$ cat src/rtl/bp_pkg.sv
package bp_pkg;

  typedef enum logic [1:0] {
    BP_BIMODAL = 2'd0,
    BP_GSHARE  = 2'd1,
    BP_LOCAL   = 2'd2
  } bp_mode_e;

  typedef logic [1:0] bp_ctr_t;

  localparam bp_ctr_t CTR_WEAK_NT = 2'b01;

  // saturating step of a direction counter
  function automatic bp_ctr_t ctr_step(input bp_ctr_t cur, input logic taken);
    bp_ctr_t nxt;
    if (taken) nxt = (cur == 2'b11) ? cur : cur + 2'd1;
    else       nxt = (cur == 2'b00) ? cur : cur - 2'd1;
    return nxt;
  endfunction

endpackage

$ cat src/rtl/bp_history.sv
module bp_history #(
  parameter bp_pkg::bp_mode_e MODE = bp_pkg::BP_GSHARE,
  parameter int HIST_W = 8,
  parameter int LHT_W  = 6
) (
  input  logic              clk,
  input  logic              rst,
  input  logic [LHT_W-1:0]  lk_slot,
  input  logic [LHT_W-1:0]  up_slot,
  input  logic              up_valid,
  input  logic              up_taken,
  output logic [HIST_W-1:0] lk_hist,
  output logic [HIST_W-1:0] up_hist
);
  localparam int LHT_DEPTH = 1 << LHT_W;

  generate
    if (MODE == bp_pkg::BP_GSHARE) begin : g_global
      logic [HIST_W-1:0] ghr_q;
      logic              unused_slots;
      assign unused_slots = ^{lk_slot, up_slot};

      always_ff @(posedge clk) begin
        if (rst)           ghr_q <= '0;
        else if (up_valid) ghr_q <= {ghr_q[HIST_W-2:0], up_taken};
      end
      assign lk_hist = ghr_q;
      assign up_hist = ghr_q;
    end else if (MODE == bp_pkg::BP_LOCAL) begin : g_local
      logic [HIST_W-1:0] lht [LHT_DEPTH];

      always_ff @(posedge clk) begin
        if (rst) begin
          for (int i = 0; i < LHT_DEPTH; i++) lht[i] <= '0;
        end else if (up_valid) begin
          lht[up_slot] <= {lht[up_slot][HIST_W-2:0], up_taken};
        end
      end
      assign lk_hist = lht[lk_slot];
      assign up_hist = lht[up_slot];
    end else begin : g_none
      logic unused_hist_in;
      assign unused_hist_in = ^{clk, rst, lk_slot, up_slot, up_valid, up_taken};
      assign lk_hist = '0;
      assign up_hist = '0;
    end
  endgenerate

endmodule

$ cat src/rtl/bp_index.sv
module bp_index #(
  parameter bp_pkg::bp_mode_e MODE = bp_pkg::BP_GSHARE,
  parameter int HIST_W = 8
) (
  input  logic [HIST_W-1:0] pc_bits,
  input  logic [HIST_W-1:0] hist,
  output logic [HIST_W-1:0] idx
);
  logic unused_idx_in;
  assign unused_idx_in = ^{pc_bits, hist};

  generate
    if (MODE == bp_pkg::BP_GSHARE) begin : g_xor
      assign idx = pc_bits ^ hist;
    end else if (MODE == bp_pkg::BP_LOCAL) begin : g_hist
      assign idx = hist;
    end else begin : g_pc
      assign idx = pc_bits;
    end
  endgenerate

endmodule

$ cat src/rtl/bp_pht.sv
module bp_pht #(
  parameter int IDX_W = 8
) (
  input  logic             clk,
  input  logic             rst,
  input  logic [IDX_W-1:0] rd_idx,
  output logic             rd_taken,
  input  logic             wr_en,
  input  logic [IDX_W-1:0] wr_idx,
  input  logic             wr_taken
);
  localparam int DEPTH = 1 << IDX_W;

  bp_pkg::bp_ctr_t tbl [DEPTH];

  // read samples the old contents, so a colliding write is not seen
  always_ff @(posedge clk) begin
    if (rst) begin
      rd_taken <= 1'b0;
      for (int i = 0; i < DEPTH; i++) tbl[i] <= bp_pkg::CTR_WEAK_NT;
    end else begin
      rd_taken <= tbl[rd_idx][1];
      if (wr_en) tbl[wr_idx] <= bp_pkg::ctr_step(tbl[wr_idx], wr_taken);
    end
  end

endmodule

$ cat src/rtl/bp_predictor.sv
module bp_predictor #(
  parameter bp_pkg::bp_mode_e MODE = bp_pkg::BP_GSHARE,
  parameter int PC_W   = 32,
  parameter int HIST_W = 8,
  parameter int LHT_W  = 6
) (
  input  logic            clk,
  input  logic            rst,
  input  logic [PC_W-1:0] lk_pc,
  output logic            lk_taken,
  input  logic            up_valid,
  input  logic [PC_W-1:0] up_pc,
  input  logic            up_taken
);
  logic [HIST_W-1:0] lk_hist, up_hist;
  logic [HIST_W-1:0] lk_idx, up_idx;
  logic              unused_pc;

  assign unused_pc = ^{lk_pc, up_pc};

  bp_history #(.MODE(MODE), .HIST_W(HIST_W), .LHT_W(LHT_W)) u_hist (
    .clk      (clk),
    .rst      (rst),
    .lk_slot  (lk_pc[LHT_W+1:2]),
    .up_slot  (up_pc[LHT_W+1:2]),
    .up_valid (up_valid),
    .up_taken (up_taken),
    .lk_hist  (lk_hist),
    .up_hist  (up_hist)
  );

  bp_index #(.MODE(MODE), .HIST_W(HIST_W)) u_lk_idx (
    .pc_bits (lk_pc[HIST_W+1:2]),
    .hist    (lk_hist),
    .idx     (lk_idx)
  );

  bp_index #(.MODE(MODE), .HIST_W(HIST_W)) u_up_idx (
    .pc_bits (up_pc[HIST_W+1:2]),
    .hist    (up_hist),
    .idx     (up_idx)
  );

  bp_pht #(.IDX_W(HIST_W)) u_pht (
    .clk      (clk),
    .rst      (rst),
    .rd_idx   (lk_idx),
    .rd_taken (lk_taken),
    .wr_en    (up_valid),
    .wr_idx   (up_idx),
    .wr_taken (up_taken)
  );

endmodule

$ cat config.mk
export PLATFORM = sky130hd
export DESIGN_NAME = bp_predictor
export DESIGN_NICKNAME = d
export VERILOG_FILES = /design/src/rtl/bp_pkg.sv /design/src/rtl/bp_history.sv /design/src/rtl/bp_index.sv /design/src/rtl/bp_pht.sv /design/src/rtl/bp_predictor.sv
export SDC_FILE = /design/constraint.sdc
export NUM_CORES = 1
export LEC_CHECK = 0
export ABC_AREA = 1
export ABC_CLOCK_PERIOD_IN_PS = 3250
export BUFFER_PORTS_ARGS = -buffer_cell sky130_fd_sc_hd__buf_4
export CAP_MARGIN = 25
export CORE_ASPECT_RATIO = 0.6
export CORE_UTILIZATION = 39
export DETAILED_ROUTE_END_ITERATION = 10
export PLACE_DENSITY = 0.55
export SYNTH_ARGS = -nofsm -noshare
export SYNTH_HDL_FRONTEND = slang
export SYNTH_SLANG_ARGS = --single-unit
$ cat constraint.sdc
create_clock -name clk -period 3.25 [get_ports clk]
set_input_delay 0.65 -clock clk [delete_from_list [all_inputs] [get_ports clk]]
set_output_delay 0.65 -clock clk [all_outputs]
set_load 0.01 [all_outputs]
Word level (Yosys, flattened, before mapping). Memory sizes are Yosys's and may differ from the RTL's. A register that Yosys moved wholly into a read port is not among the register bits. Index checks and enable logic that the tools add are counted.

Add/subtract/negate cells: 2. Eq/ne operators: 1. Multiplexer cells: 13. Bitwise logic cells: 2. Reductions and logical operators: 2.

Operators by type and width (count): $xor A8 B8 Y8 (2); $mux W2 (6); $mux W8 (1); $mux W1 (6); $add A2 B1 Y2 const B (1); $eq A2 B2 Y1 const B (1); $logic_not A2 Y1 (1); $reduce_or A2 Y1 (1); $sub A2 B1 Y2 const B (1).

Bits in registers: 8. Memory bits (writable): 512. Input port bits: 68. Memories kept: 1.

Memory list: u_pht.tbl (depth 256, bits a word 2, rd ports 2, clocked after memory_dff 1, wr ports 256, RTL line bp_pht.sv:14) `bp_pkg::bp_ctr_t tbl [DEPTH];`.

Longest topological paths before layout. Gate-level depths: netlist of run 1. An unclocked memory read counts as a cell.

Depth in word-level cells: 8. Depth in mapped cells: 21.

By module. Synthesis of run 1 repeated with hierarchy kept, for this count alone.

Cell total of the unflattened synthesis: 3859. Area, all modules: 29409.5 sq um.

Modules (own cells, without submodules): bp_pht (times used 1, cells an instance 3720, area each 28707.5 sq um, seq. area each 15394.8 sq um); bp_history (times used 1, cells an instance 59, area each 401.6 sq um, seq. area each 160.2 sq um); bp_index (times used 2, cells an instance 40, area each 150.1 sq um, seq. area each 0.0 sq um).

Worst setup path before layout of run 1. OpenSTA, ideal clock, no wires.

Path type: input to register. From: input port up_pc[4]. To: memory u_pht.tbl[19][0] in the netlist's numbering (data pin). Setup time: 0.268 ns. Data arrival time: 2.587 ns. Data required time: 2.982 ns. Setup slack: 0.395 ns. Stages on the path: 14. Path buffers: 3. Cell sequence: xnor2_1 inv_1 nor2_1 clkbuf_1 nand3_1 nand2_1 o21ai_0 and2_1 a21oi_1 nor2_1 nand2_1 buf_2 buf_2 nand3_1.

RTL lines: start: declaration (RTL line bp_predictor.sv:12) `input logic [PC_W-1:0] up_pc,`; end: declaration (RTL line bp_pht.sv:14).

==> impl_metrics.py, run 1 <==
metrics = {
    "run_status": {
        "outcome": "complete, but fails checks",
        "violations": "negative setup slack",
    },
    "timing": {
        "fmax_ghz": 0.302,
        "period_share_pct": 102,
        "worstMarginPinSlew_ns": 0.775,
        "fin_crit_ns": 3.31,
        "slew_violations": 0,
        "finalHoldViolCount": 0,
        "layout_setup_ws_ns": -0.0635,
        "rsz0062_at_grt": "true",
        "setup_viol": 254,
        "clock_skew_ns": 0.0249,
        "final.setup.tns_ns": -6.38,
        "max-slew-margin-rel_pct": 48.2,
    },
    "clock_tree": {
        "cts_tree": "done",
        "root_buffer": "clkbuf_16",
        "clkTransAtPathRegs_ns": 0.07,
        "clk_latency_ns": 0.64,
        "numCtsBuffers": 52,
        "cts_sinks": 521,
        "cts_buffer_depth": 3,
        "htreeDepth": 2,
    },
    "yosys": {
        "synthDistinctLibCells": 25,
        "synth.cell_area_sq_um": 29600,
        "ys_warn_count": 0,
        "synthArstFlopShare_pct": 0,
        "ys_ff_latch": 521,
        "syn-num-nets": 3908,
        "postSynthAreaPerCell_sq_um": 7.71,
        "synth_most_common_cell": "nand2_1",
        "synth_ff_type": "edfxtp_1",
        "synth_edf_count": 512,
        "synth.largest_area_cell": "edfxtp_1",
        "synthTopCellsByCount": "nand2_1 (1065), nand3_1 (832), nor2_1 (638), edfxtp_1 (512), inv_1 (349)",
        "ys_seq_area_share_pct": 52.5,
        "synth_cells": 3840,
        "synthTopCellsByArea": "edfxtp_1 (52%), nand3_1 (14%), nand2_1 (13%)",
        "netlist.area_leader.share_pct": 51.9,
    },
    "power_and_ir_drop": {
        "pwr_density_cell_nw_per_um2": 558,
        "switching_power_w": 0.00705,
        "power_switching_share_pct": 34.0,
        "ir_drop_mv": 0.397,
        "p_int_w": 0.0137,
        "power_frac_seq_pct": 36.6,
        "combPwrFrac_pct": 33.8,
        "p_leak_nw": 13.8,
        "clockPowerShare_pct": 29.7,
    },
    "job": {
        "maxCapViolCount": 0,
    },
    "floorplanning": {
        "core_area_sq_um": 74400,
        "fp-row-count": 77,
        "start_util_pct": 39.8,
        "dieWidth_um": 358,
        "die_y_um": 215,
        "io_pins": 69,
        "die_area_sq_um": 77100,
    },
    "global_routing": {
        "grt_start_max_net_pins": 84,
        "first_global_vias": 24900,
        "gr-total-overflow": 0,
        "antenna_found_initial": 3,
        "grt_util_all_layers_pct": 28.5,
        "grt_pass1_wl_um": 162000,
    },
    "cells_and_area": {
        "final_cells": 5047,
        "area_growth_pct": 25.4,
        "fin_nets": 4088,
        "diodes": 0,
        "drive_gt1_share_pct": 15.1,
    },
    "setup_path": {
        "r2r_cells": 18,
        "max_stage_delay_ns": 0.36,
        "path_max_fanout": 15,
        "path_depth": 18,
        "cp-start-kind": "flop",
        "r2r-end": "u_pht.tbl[107][0]",
        "critical_path_class": "flop to flop",
        "ff2ff_setup_slack_ns": -0.06,
        "cp_top_family": "simple AND/OR/NAND/NOR gates",
        "r2r_start": "u_hist.lk_hist[1]",
        "path_cells": "buf_12, xor2_4, buf_12, buf_4, nand3_1, nand3_1, nand2_1, nor2_1, nor2_1, nor2_1, nand2_2, nor2_4, nand4_1, buf_4, nand2_8, buf_12, clkbuf_16, nand3_1",
        "slowest_stage": "dfxtp_2",
        "crit_path_end_kind": "flop",
        "path_buf_inv": 6,
        "crit_arrival_ns": 3.68,
        "worstSetupStartpoint": "u_hist.lk_hist[1]",
        "crit_path_end": "u_pht.tbl[107][0]",
        "cp.required_ns": 3.62,
    },
    "routing": {
        "wirelength_um": 118000,
        "vias": 28100,
        "ant_nets": 0,
        "first_iter_violations": 4455,
        "post-route-drc-count": 0,
        "vias_per_cell": 5.57,
        "wire_per_inst_um": 23.4,
        "dr.pass1.iters": 6,
    },
    "placed_design": {
        "portBuffers": 20,
        "place_congestion": 0.905,
        "dp_hpwl_um": 72700,
        "placedCellCount": 4876,
        "preCtsSetupSlack_ns": -0.371,
    },
    "worst_hold_path": {
        "min_path_type": "input pin to flop",
    },
}
worst min-delay path by stage:
| stage | end | cells after the start | start |
|---|---|---|---|
| floorplan | u_hist.lk_hist[3] | 2 | u_hist.lk_hist[2] |
| global placement | u_hist.lk_hist[7] | 2 | u_hist.lk_hist[6] |
| detailed placement | u_hist.lk_hist[5] | 2 | u_hist.lk_hist[4] |
| CTS | u_pht.rd_taken | 2 | rst |
| global route | u_pht.rd_taken | 2 | rst |
| finish | u_pht.rd_taken | 2 | rst |
stage by stage:
stage | utilization (%) | power, W | instance area, sq um | hold WS, ns
5_1_grt | 49.9 | 0.0213 | 37100 | 0.252
3_5_place_dp | 45.0 | 0.0129 | 33400 | 0.541
4_1_cts | 47.4 | 0.0191 | 35300 | 0.231
2_1_floorplan | - | 0.0103 | 29600 | 0.512
3_3_place_gp | 45.0 | 0.0129 | 33400 | 0.540
6_report | 49.9 | 0.0207 | 37100 | 0.256
layout make-up:
| class | count | area (sq um) |
|---|---|---|
| Inverter | 362 | 1370 |
| Fill cell | 7055 | 37200 |
| Clock buffer | 75 | 1470 |
| Tap cell | 987 | 1230 |
| Multi-Input combinational cell | 2668 | 12000 |
| Sequential cell | 521 | 15600 |
| Clock inverter | 19 | 175 |
| Timing Repair Buffer | 415 | 5330 |
registers in the layout, summed over array words and instances, names as in the netlist:
signal,cells
u_hist.lk_hist,8
u_pht.rd_taken,1
u_pht.tbl,512
power by group through the flow:
stage	Combinational [W]	Sequential, W	Clock [W]
final	0.00700	0.00759	0.00615
after detailed placement	0.00521	0.00773	0
after floorplan	0.00260	0.00770	0
after global routing	0.00724	0.00760	0.00643
after CTS	0.00531	0.00759	0.00616
after global placement	0.00521	0.00773	0
cell usage in the layout, fill, tap and decap left out, types with 33 or more instances in the layout:
cell,netlist,routed
edfxtp_1,512,512
inv_1,349,347
buf_12,0,92
clkbuf_16,0,91
nand3_1,832,782
nand3_2,0,49
o211ai_1,34,34
nand2_1,1065,1041
buf_4,28,241
nor2_1,638,616
o21ai_0,38,33
kinds of logic after synthesis:
kind of cell / after synthesis / synth area share, %
compound gates: 87 / 1.77
xor+xnor: 16 / 0.473
buf+inv: 651 / 8.97
flops: 521 / 52.5
simple gates: 2565 / 36.3
routing by layer:
metal  GRT usage [%]  wire length, um
met4            8.10             3550
met2            39.1            47200
met5               0               39
met1            42.4            49900
met3            8.95            17200
worst reg2reg max path: stages, from the launching register on:
cell	delay, ns
dfxtp_2	0.36
buf_12	0.14
xor2_4	0.25
buf_12	0.21
buf_4	0.23
nand3_1	0.15
nand3_1	0.14
nand2_1	0.08
nor2_1	0.13
nor2_1	0.05
nor2_1	0.13
nand2_2	0.10
nor2_4	0.14
nand4_1	0.12
buf_4	0.18
nand2_8	0.14
buf_12	0.19
clkbuf_16	0.22
nand3_1	0.09
timing repair:
item                       4_1_cts  5_1_grt
setup endpoints to repair      505      512
pin swaps                        3       34
cloned                           3       43
buffers inserted                 4       28
resized for setup               12      150
hold buffers                     0        0
Power figures use the tool's default switching activity.
==> run 2: changes to the inputs <==
--- a/config.mk
+++ b/config.mk
@@ -13,6 +13,7 @@
 export CORE_UTILIZATION = 39
 export DETAILED_ROUTE_END_ITERATION = 10
 export PLACE_DENSITY = 0.55
+export RECOVER_POWER = 25
 export SYNTH_ARGS = -nofsm -noshare
 export SYNTH_HDL_FRONTEND = slang
 export SYNTH_SLANG_ARGS = --single-unit
==> impl_metrics.py, run 2 (synthesis gave the netlist of run 1 again) <==
metrics = {
    "run_status": {
        "outcome": "complete, but fails checks",
        "violations": "max-capacitance violations, max-slew violations, negative setup slack",
    },
    "power_and_ir_drop": {
        "switching_power_w": 0.00704,
        "clockPowerShare_pct": 29.7,
        "power_switching_share_pct": 34.0,
        "p_int_w": 0.0137,
        "ir_drop_mv": 0.397,
        "combPwrFrac_pct": 33.7,
        "p_leak_nw": 13.7,
        "pwr_density_cell_nw_per_um2": 559,
        "power_w": 0.0207,
        "power_frac_seq_pct": 36.6,
    },
    "setup_path": {
        "r2r-end": "u_pht.tbl[107][0]",
        "path_cells": "buf_12, xor2_4, buf_12, buf_4, nand3_1, nand3_1, nand2_1, nor2_1, nor2_1, nor2_1, nand2_2, nor2_4, nand4_1, buf_4, nand2_8, buf_12, clkbuf_16, nand3_1",
        "critical_path_class": "flop to flop",
        "cp-start-kind": "flop",
        "crit_path_end_kind": "flop",
        "cp.required_ns": 3.61,
        "r2r_cells": 18,
        "crit_arrival_ns": 3.69,
        "path_max_fanout": 15,
        "worstSetupStartpoint": "u_hist.lk_hist[1]",
        "crit_path_end": "u_pht.tbl[107][0]",
        "ff2ff_setup_slack_ns": -0.08,
        "slowest_stage": "dfxtp_2",
        "max_stage_delay_ns": 0.36,
        "r2r_start": "u_hist.lk_hist[1]",
    },
    "floorplanning": {
        "io_pins": 69,
        "core_area_sq_um": 74400,
        "fp-row-count": 77,
        "dieWidth_um": 358,
        "start_util_pct": 39.8,
        "die_y_um": 215,
        "die_area_sq_um": 77100,
    },
    "timing": {
        "finalHoldViolCount": 0,
        "hold_ws_ns": 0.310,
        "fmax_ghz": 0.301,
        "slew_violations": 84,
        "layout_setup_ws_ns": -0.0766,
        "setup_viol": 201,
        "fin_crit_ns": 3.33,
        "final.setup.tns_ns": -3.97,
        "rsz0062_at_grt": "true",
        "max-slew-margin-rel_pct": -20.7,
        "worstMarginPinSlew_ns": 1.81,
        "period_share_pct": 102,
        "clock_skew_ns": 0.0179,
    },
    "cells_and_area": {
        "final_cell_mix": "nand2_1 (1041), nand3_1 (782), nor2_1 (616)",
        "fill_cells": 7067,
        "largest_register_ffs": 512,
        "final_cells": 5049,
        "fin_nets": 4088,
        "layout_commonest_cell": "nand2_1",
        "area_growth_pct": 25.1,
        "drive_gt1_share_pct": 15.0,
        "top_register": "u_pht.tbl",
    },
    "clock_tree": {
        "htreeDepth": 2,
        "cts_buffer_depth": 3,
        "cts_sinks": 521,
        "clkTransAtPathRegs_ns": 0.07,
        "cts_tree": "done",
        "clk_latency_ns": 0.63,
        "numCtsBuffers": 52,
        "root_buffer": "clkbuf_16",
    },
    "global_routing": {
        "grt_start_max_net_pins": 84,
        "antenna_found_initial": 3,
        "first_global_vias": 24900,
        "grt_pass1_wl_um": 162000,
        "grt_util_all_layers_pct": 28.5,
        "gr-total-overflow": 0,
    },
    "routing": {
        "post-route-drc-count": 0,
        "wirelength_um": 118000,
        "first_iter_violations": 4283,
        "vias": 28100,
        "vias_per_cell": 5.56,
        "dr.pass1.iters": 6,
        "wire_per_inst_um": 23.4,
        "ant_nets": 0,
    },
    "worst_hold_path": {
        "min_path_type": "input pin to flop",
    },
    "placed_design": {
        "portBuffers": 20,
        "placedCellCount": 4876,
        "place_congestion": 0.905,
        "preCtsSetupSlack_ns": -0.371,
        "dp_hpwl_um": 72700,
    },
    "job": {
        "maxCapViolCount": 1,
    },
}
run 2: layer usage:
layer	wire length [um]	track usage [%]	vias up	share of wire, %
li1	-	-	12900	-
met1	49900	42.4	13200	42
met2	47100	39.1	1758	40
met3	17100	8.95	234	15
met4	3790	8.10	6	3.2
met5	39	0	-	0.033
run 2: layout make-up:
type / instances / area (sq um) / share of cell area (%)
well taps: 987 / 1230 / 3.33
multi-input cells: 2668 / 12000 / 32.4
diodes: 2 / 5.00 / 0.0135
inverters: 362 / 1360 / 3.68
repair buffers: 415 / 5240 / 14.1
clock inverters: 19 / 175 / 0.473
clock buffers: 75 / 1470 / 3.96
flip-flops and latches: 521 / 15600 / 42.0
run 2: how the worst min path moves through the flow:
stage                            startpoint           endpoint  slack [ns]  cells after the start
after floorplan           u_hist.lk_hist[2]  u_hist.lk_hist[3]        0.51                      2
after global placement    u_hist.lk_hist[6]  u_hist.lk_hist[7]        0.54                      2
after detailed placement  u_hist.lk_hist[4]  u_hist.lk_hist[5]        0.54                      2
after CTS                               rst     u_pht.rd_taken        0.23                      2
after global routing               up_valid  u_hist.lk_hist[1]        0.32                      2
final                              up_valid  u_hist.lk_hist[1]        0.31                      2
run 2: stage by stage:
stage | util (%) | area (sq um)
2_1_floorplan | - | 29600
3_3_place_gp | 45.0 | 33400
3_5_place_dp | 45.0 | 33400
6_report | 49.8 | 37100
5_1_grt | 49.8 | 37100
4_1_cts | 47.4 | 35300
run 2: what timing repair did:
item | CTS | global route
hold buffers | 0 | 0
setup buffers | 4 | 28
pin swaps | 3 | 34
cloned | 3 | 43
resized for setup | 12 | 150
endpoints found under the setup margin | 505 | 512
run 2: critical path, delay by kind of cell (launching register included):
| kind | cells | cell delay [ns] |
|---|---|---|
| simple gates | 11 | 1.27 |
| buf+inv | 6 | 1.13 |
| flops | 1 | 0.36 |
| xor+xnor | 1 | 0.24 |
run 2: power groups by stage:
stage / combinational (W) / clock [W] / sequential (W)
after global routing: 0.00723 / 0.00643 / 0.00760
after CTS: 0.00531 / 0.00616 / 0.00759
after global placement: 0.00521 / 0 / 0.00773
after detailed placement: 0.00521 / 0 / 0.00773
final: 0.00699 / 0.00615 / 0.00759
after floorplan: 0.00260 / 0 / 0.00770
